--- src/rtl/cop_hs_pkg.sv ---
package cop_hs_pkg;

    typedef enum logic [2:0] {
        ST_IDLE      = 3'd0,
        ST_DECIDE    = 3'd1,
        ST_BUSY_WAIT = 3'd2,
        ST_XFER      = 3'd3,
        ST_TRAP      = 3'd4,
        ST_DONE      = 3'd5
    } hs_state_e;

    typedef enum logic [1:0] {
        RSP_TAKE   = 2'd0,
        RSP_WAIT   = 2'd1,
        RSP_ABSENT = 2'd2
    } hs_resp_e;

    typedef struct packed {
        logic valid;
        logic cond_ok;
        logic shadow;
    } hs_issue_t;

    // Classify the shared response lines during the handshake.
    // An absent report wins over busy.
    function automatic hs_resp_e classify(input logic absent, input logic busy);
        if (absent)
            return RSP_ABSENT;
        else if (busy)
            return RSP_WAIT;
        else
            return RSP_TAKE;
    endfunction

    // The instruction goes forward only if it is valid, passes its
    // condition and is not in a branch shadow.
    function automatic logic offered(input hs_issue_t iss);
        return iss.valid && iss.cond_ok && !iss.shadow;
    endfunction

    // During a transfer, both lines high means "last word".
    function automatic logic xfer_end(input logic absent, input logic busy);
        return absent && busy;
    endfunction

endpackage

--- src/rtl/cop_hs_addr_gen.sv ---
module cop_hs_addr_gen #(
    parameter int ADDR_W     = 32,
    parameter int MAX_WORDS  = 16,
    parameter int WORD_BYTES = 4
) (
    input  logic              clk,
    input  logic              rst,
    input  logic              load,
    input  logic              step,
    input  logic [ADDR_W-1:0] start_addr,
    output logic [ADDR_W-1:0] addr,
    output logic              last_word
);
    localparam int CNT_W = $clog2(MAX_WORDS) + 1;
    localparam logic [CNT_W-1:0] LAST_IDX = CNT_W'(MAX_WORDS - 1);
    localparam logic [ADDR_W-1:0] STRIDE = ADDR_W'(WORD_BYTES);

    logic [ADDR_W-1:0] addr_q;
    logic [CNT_W-1:0]  cnt_q;

    always_ff @(posedge clk) begin
        if (rst) begin
            addr_q <= '0;
            cnt_q  <= '0;
        end else if (load) begin
            addr_q <= start_addr;
            cnt_q  <= '0;
        end else if (step) begin
            addr_q <= addr_q + STRIDE;
            cnt_q  <= cnt_q + 1'b1;
        end
    end

    assign addr      = addr_q;
    assign last_word = (cnt_q == LAST_IDX);

endmodule

--- src/rtl/cop_hs_fsm.sv ---
module cop_hs_fsm
    import cop_hs_pkg::*;
(
    input  logic      clk,
    input  logic      rst,
    input  hs_issue_t issue,
    input  logic      is_xfer,
    input  logic      irq,
    input  logic      cop_absent,
    input  logic      cop_busy,
    input  logic      last_word,
    output hs_state_e state,
    output logic      accept,
    output logic      irq_pulse
);
    hs_state_e state_q, state_d;
    logic      xfer_q;
    logic      irq_q, irq_d;
    hs_resp_e  resp;

    assign resp   = classify(cop_absent, cop_busy);
    assign accept = (state_q == ST_IDLE) && offered(issue);

    always_comb begin
        state_d = state_q;
        irq_d   = 1'b0;
        unique case (state_q)
            ST_IDLE: begin
                if (accept)
                    state_d = ST_DECIDE;
            end
            ST_DECIDE: begin
                unique case (resp)
                    RSP_ABSENT: state_d = ST_TRAP;
                    RSP_WAIT:   state_d = ST_BUSY_WAIT;
                    default:    state_d = xfer_q ? ST_XFER : ST_DONE;
                endcase
            end
            ST_BUSY_WAIT: begin
                unique case (resp)
                    RSP_ABSENT: state_d = ST_TRAP;
                    RSP_TAKE:   state_d = xfer_q ? ST_XFER : ST_DONE;
                    default: begin
                        if (irq) begin
                            state_d = ST_IDLE;
                            irq_d   = 1'b1;
                        end
                    end
                endcase
            end
            ST_XFER: begin
                if (xfer_end(cop_absent, cop_busy) || last_word)
                    state_d = ST_DONE;
            end
            ST_TRAP: state_d = ST_IDLE;
            ST_DONE: state_d = ST_IDLE;
            default: state_d = ST_IDLE;
        endcase
    end

    always_ff @(posedge clk) begin
        if (rst) begin
            state_q <= ST_IDLE;
            xfer_q  <= 1'b0;
            irq_q   <= 1'b0;
        end else begin
            state_q <= state_d;
            irq_q   <= irq_d;
            if (accept)
                xfer_q <= is_xfer;
        end
    end

    assign state     = state_q;
    assign irq_pulse = irq_q;

endmodule

--- src/rtl/cop_handshake_ctrl.sv ---
module cop_handshake_ctrl
    import cop_hs_pkg::*;
#(
    parameter int ADDR_W     = 32,
    parameter int MAX_WORDS  = 16,
    parameter int WORD_BYTES = 4
) (
    input  logic              clk,
    input  logic              rst,
    input  logic              instr_valid,
    input  logic              is_xfer,
    input  logic              cond_pass,
    input  logic              in_shadow,
    input  logic              irq,
    input  logic [ADDR_W-1:0] start_addr,
    input  logic              cop_absent,
    input  logic              cop_busy,
    output logic              cop_req,
    output logic              stall,
    output logic              undef_trap,
    output logic              irq_take,
    output logic              retire,
    output logic              xfer_active,
    output logic [ADDR_W-1:0] addr
);
    hs_issue_t issue;
    hs_state_e state;
    logic      accept;
    logic      last_word;
    logic      irq_pulse;

    assign issue = '{valid: instr_valid, cond_ok: cond_pass, shadow: in_shadow};

    cop_hs_fsm u_fsm (
        .clk        (clk),
        .rst        (rst),
        .issue      (issue),
        .is_xfer    (is_xfer),
        .irq        (irq),
        .cop_absent (cop_absent),
        .cop_busy   (cop_busy),
        .last_word  (last_word),
        .state      (state),
        .accept     (accept),
        .irq_pulse  (irq_pulse)
    );

    cop_hs_addr_gen #(
        .ADDR_W     (ADDR_W),
        .MAX_WORDS  (MAX_WORDS),
        .WORD_BYTES (WORD_BYTES)
    ) u_addr (
        .clk        (clk),
        .rst        (rst),
        .load       (accept),
        .step       (state == ST_XFER),
        .start_addr (start_addr),
        .addr       (addr),
        .last_word  (last_word)
    );

    assign cop_req     = (state == ST_DECIDE) || (state == ST_BUSY_WAIT);
    assign stall       = (state == ST_BUSY_WAIT);
    assign undef_trap  = (state == ST_TRAP);
    assign retire      = (state == ST_DONE);
    assign xfer_active = (state == ST_XFER);
    assign irq_take    = irq_pulse;

endmodule

--- config.mk ---
export PLATFORM = sky130hd
export DESIGN_NAME = cop_handshake_ctrl
export DESIGN_NICKNAME = d
export VERILOG_FILES = /design/src/rtl/cop_hs_pkg.sv /design/src/rtl/cop_hs_addr_gen.sv /design/src/rtl/cop_hs_fsm.sv /design/src/rtl/cop_handshake_ctrl.sv
export SDC_FILE = /design/constraint.sdc
export NUM_CORES = 1
export LEC_CHECK = 0
export ABC_AREA = 1
export CAP_MARGIN = 20
export CORE_MARGIN = 2
export CORE_UTILIZATION = 32
export DETAILED_ROUTE_END_ITERATION = 8
export PLACE_DENSITY = 0.61
export RECOVER_POWER = 50
export SLEW_MARGIN = 20
export SYNTH_ARGS = -nofsm -noshare
export SYNTH_HDL_FRONTEND = slang
export SYNTH_HIERARCHICAL = 1
export SYNTH_SLANG_ARGS = --single-unit
--- constraint.sdc ---
create_clock -name clk -period 3.16 [get_ports clk]
set_clock_uncertainty 0.2 [all_clocks]
set_input_delay 0.474 -clock clk [delete_from_list [all_inputs] [get_ports clk]]
set_output_delay 0.474 -clock clk [all_outputs]
set_load 0.005 [all_outputs]
==> impl_metrics.ini <==
[clock_tree]
clock_tree.htree_level_count = 2
post-cts-setup-buffers = 0
number_of_clock_buffers_inserted_by_tritoncts = 5
cts-hold-fix-buffers = 0
clock_pin_slew_of_the_registers_on_the_worst_case_setup_and_hold_paths_ns = 0.08
max-clock-path-buffers = 2
tritoncts = built
cts_resized = 0
clock_insertion_delay_worst_skew_ns = 0.30
clock_tree.root_cell = clkbuf_8
numClockSinks = 42

[yosys]
synth_top_cell_by_area = dfxtp_1
fraction_of_synthesized_cell_area_taken_by_the_top_area_cell_type_pct = 30.24
synth_flop_cell = dfxtp_1
synth-seq-cells = 42
synth-edff-count = 0
synthesis.instances = 438
asyncSetResetFlopFracSynth_pct = 0
mappedNetlistArea_mm2 = 0.002780
synth_most_common_cell = nand2_1
syn-num-nets = 482
ys_top_cells_by_area = dfxtp_1 30%, nand2_1 17%, nand3_1 7.7%
netlist_top_cells_count = 123 x nand2_1, 51 x inv_1, 43 x nand3_1, 42 x dfxtp_1, 42 x nor2_1
synth-warning-count = 6
yosysUniqueCellTypes = 32
synth-seq-area-share_pct = 30.24
avgSynthCellArea_um2 = 6.347

[timing]
slew_viol_final = 0
timing_worst_slew_pin_value_ns = 0.8801
timing.final.crit_period_ns = 2.749
finalCritPeriodShare_pct = 87.00
fin_tns_setup_ns = 0
hold_viol_final = 0
setup-violations-final = 0
fmaxAchievable_mhz = 363.8
max_slew_margin_pct = 41.32
rsz_0062_raised_after_global_routing = false

[job]
max_cap_violations = 0

[cells_and_area]
register_area_um2 = 840.8
nFillCells = 923
layout-drive-gt1-share_pct = 9.496
final-instance-count-excl-fill = 624
final_nets = 559
flow.area_growth_from_synthesis_pct = 34.74
diodes = 0
multiInputGateArea_mm2 = 0.001675

[routing]
first_pass_iteration_count_of_the_detailed_router = 7
via_count_normalized_by_instance_count = 4.763
via_count = 2972
route.antenna.remaining_nets = 0
routed_len_inst_um = 12.62
first_iter_violations = 131
postRouteWirelength_um = 7876
post_route_drc = 0

[pwr]
powerDensity_mw_per_mm2 = 422.7
power_leakage_nw = 1.447
power.total_w = 0.001583
vdd_ir_drop_max_mv = 0.1620

[grt]
gr-total-overflow = 0
pin_count_of_the_biggest_net_entering_global_routing = 32
grt_first_pass_wirelength_um = 13160
antenna_violations_before_repair = 0
global_route.usage.total_pct = 16.71
number_of_global_route_vias_before_repair = 2773

[run_status]
run_status = finished, final reports clean

[die]
dieHeight_um = 97.21
chipWidth_um = 97.21
design.portCount = 79
coreArea_mm2 = 0.008551
floorplan.rows = 34
start_util_pct = 32.51
die-area_mm2 = 0.009450

[worst_setup_path]
critPathTopFamily = buffers and inverters
timing.reg2reg.setup_slack_ns = 0.56
critical_path.n_buffers_inverters = 2
timing.setup.critical_path_class = reg -> out
cpPeakStageDelay_ns = 0.60
worst-path-max-fanout = 13
critical_path_data_required_time_ns = 2.49
start_kind = flop
cp_cell_sequence = nand2_1 -> nor2_1 -> clkbuf_1 -> clkdlybuf4s50_1
timing.critical_path.arrival_ns = 2.08
cell_with_the_largest_stage_delay_on_the_worst_path = clkdlybuf4s50_1
cp-end-kind = output pin

[placement]
post-dp-hpwl_um = 5915
total_placed_cells_including_tap_cells = 616
port_buffers = 78
place_congestion = 0.8644

[min_path]
hold_class = reg -> reg
## path summary, 6_finish.rpt
check | startpoint | depth (start not counted) | end
worst max-delay path | u_fsm/state[0]$_SDFFE_PP0P_ | 4 | xfer_active
worst min-delay path | u_addr/cnt_q[4]$_SDFFE_PP0P_ | 2 | u_addr/cnt_q[4]$_SDFFE_PP0P_
worst max register to register | u_fsm/state[0]$_SDFFE_PP0P_ | 7 | u_addr/addr[22]$_SDFFE_PP0N_
worst min register to register | u_addr/cnt_q[4]$_SDFFE_PP0P_ | 2 | u_addr/cnt_q[4]$_SDFFE_PP0P_
## routing by layer
metal / routed length, µm / global-route usage (%) / up-vias
met4: 79 / 3.953 / 0
met1: 3765 / 21.83 / 1340
met5: 0 / 0 / -
li1: - / - / 1560
met2: 3636 / 28.47 / 65
met3: 394 / 3.309 / 7
## cells in the final DEF, fill, tap and decap left out, types with 2 or more instances in the layout
| cell | n |
|---|---|
| o21ai_0 | 10 |
| a31oi_1 | 8 |
| nor3_1 | 6 |
| ha_1 | 3 |
| inv_2 | 2 |
| nand3_1 | 43 |
| nand3_2 | 2 |
| dlygate4sd3_1 | 26 |
| nor2_2 | 12 |
| or2_1 | 3 |
| and2_1 | 2 |
| a22oi_1 | 17 |
| inv_1 | 51 |
| clkbuf_8 | 6 |
| a21oi_1 | 22 |
| xor2_1 | 3 |
| nor2_1 | 45 |
| nand2_1 | 123 |
| nand2_2 | 10 |
| dfxtp_1 | 42 |
| nor2_4 | 9 |
| nand2_4 | 2 |
| xnor2_1 | 3 |
| clkbuf_1 | 2 |
| clkdlybuf4s50_1 | 52 |
## per-stage QoR
stage                     cell area, µm²  setup WS, ns  utilization (%)  hold WS (ns)
after global placement              3674        0.4202            42.96        0.2723
after CTS                           3769        0.6686            44.07        0.2879
after floorplan                     2780         1.316                -        0.2631
after global routing                3746        0.2384            43.81        0.3462
final                               3746        0.4109            43.81        0.2853
after detailed placement            3674        0.3369            42.96        0.2784
## worst register-to-register path, cell delays in order, from the launching register on
cell and delay (ns):
dfxtp_1 0.51, nand2_1 0.09, nor2_1 0.13, clkbuf_1 0.44
nand2_1 0.21, inv_1 0.62, nand3_1 0.18, a21oi_1 0.16
## final cells by class
type	instances	share of cell area (%)
Multi-Input combinational cell	331	44.72
Sequential cell	42	22.44
Timing Repair Buffer	82	21.38
Inverter	53	5.311
Tap cell	108	3.607
Clock buffer	6	2.204
Clock inverter	2	0.3340
## cell families after synthesis
kind of cell             after synthesis  synth area share (%)
XOR/XNOR                               6                 1.891
buffers and inverters                 65                 9.046
AND/OR/NAND/NOR                      261                 44.28
AO/OA/AOI/OAI                         61                 13.19
adder cells (fa/ha/maj)                3                 1.350
flip-flops                            42                 30.24
## sequential cells by signal (all words and copies together) (netlist names)
signal	count
u_addr/cnt_q	5
u_fsm/state	3
u_fsm/xfer_q	1
u_addr/addr	32
u_fsm/irq_pulse	1
## report_power, final
group	switching [W]	total, W	internal, W	leakage, nW
Sequential	0.0000933	0.000681	0.000588	0.341
Clock	0.000200	0.000376	0.000176	0.0472
Combinational	0.000277	0.000526	0.000249	1.06
Total	0.000570	0.00158	0.00101	1.45
No activity file was read; power rests on OpenSTA's default activity.
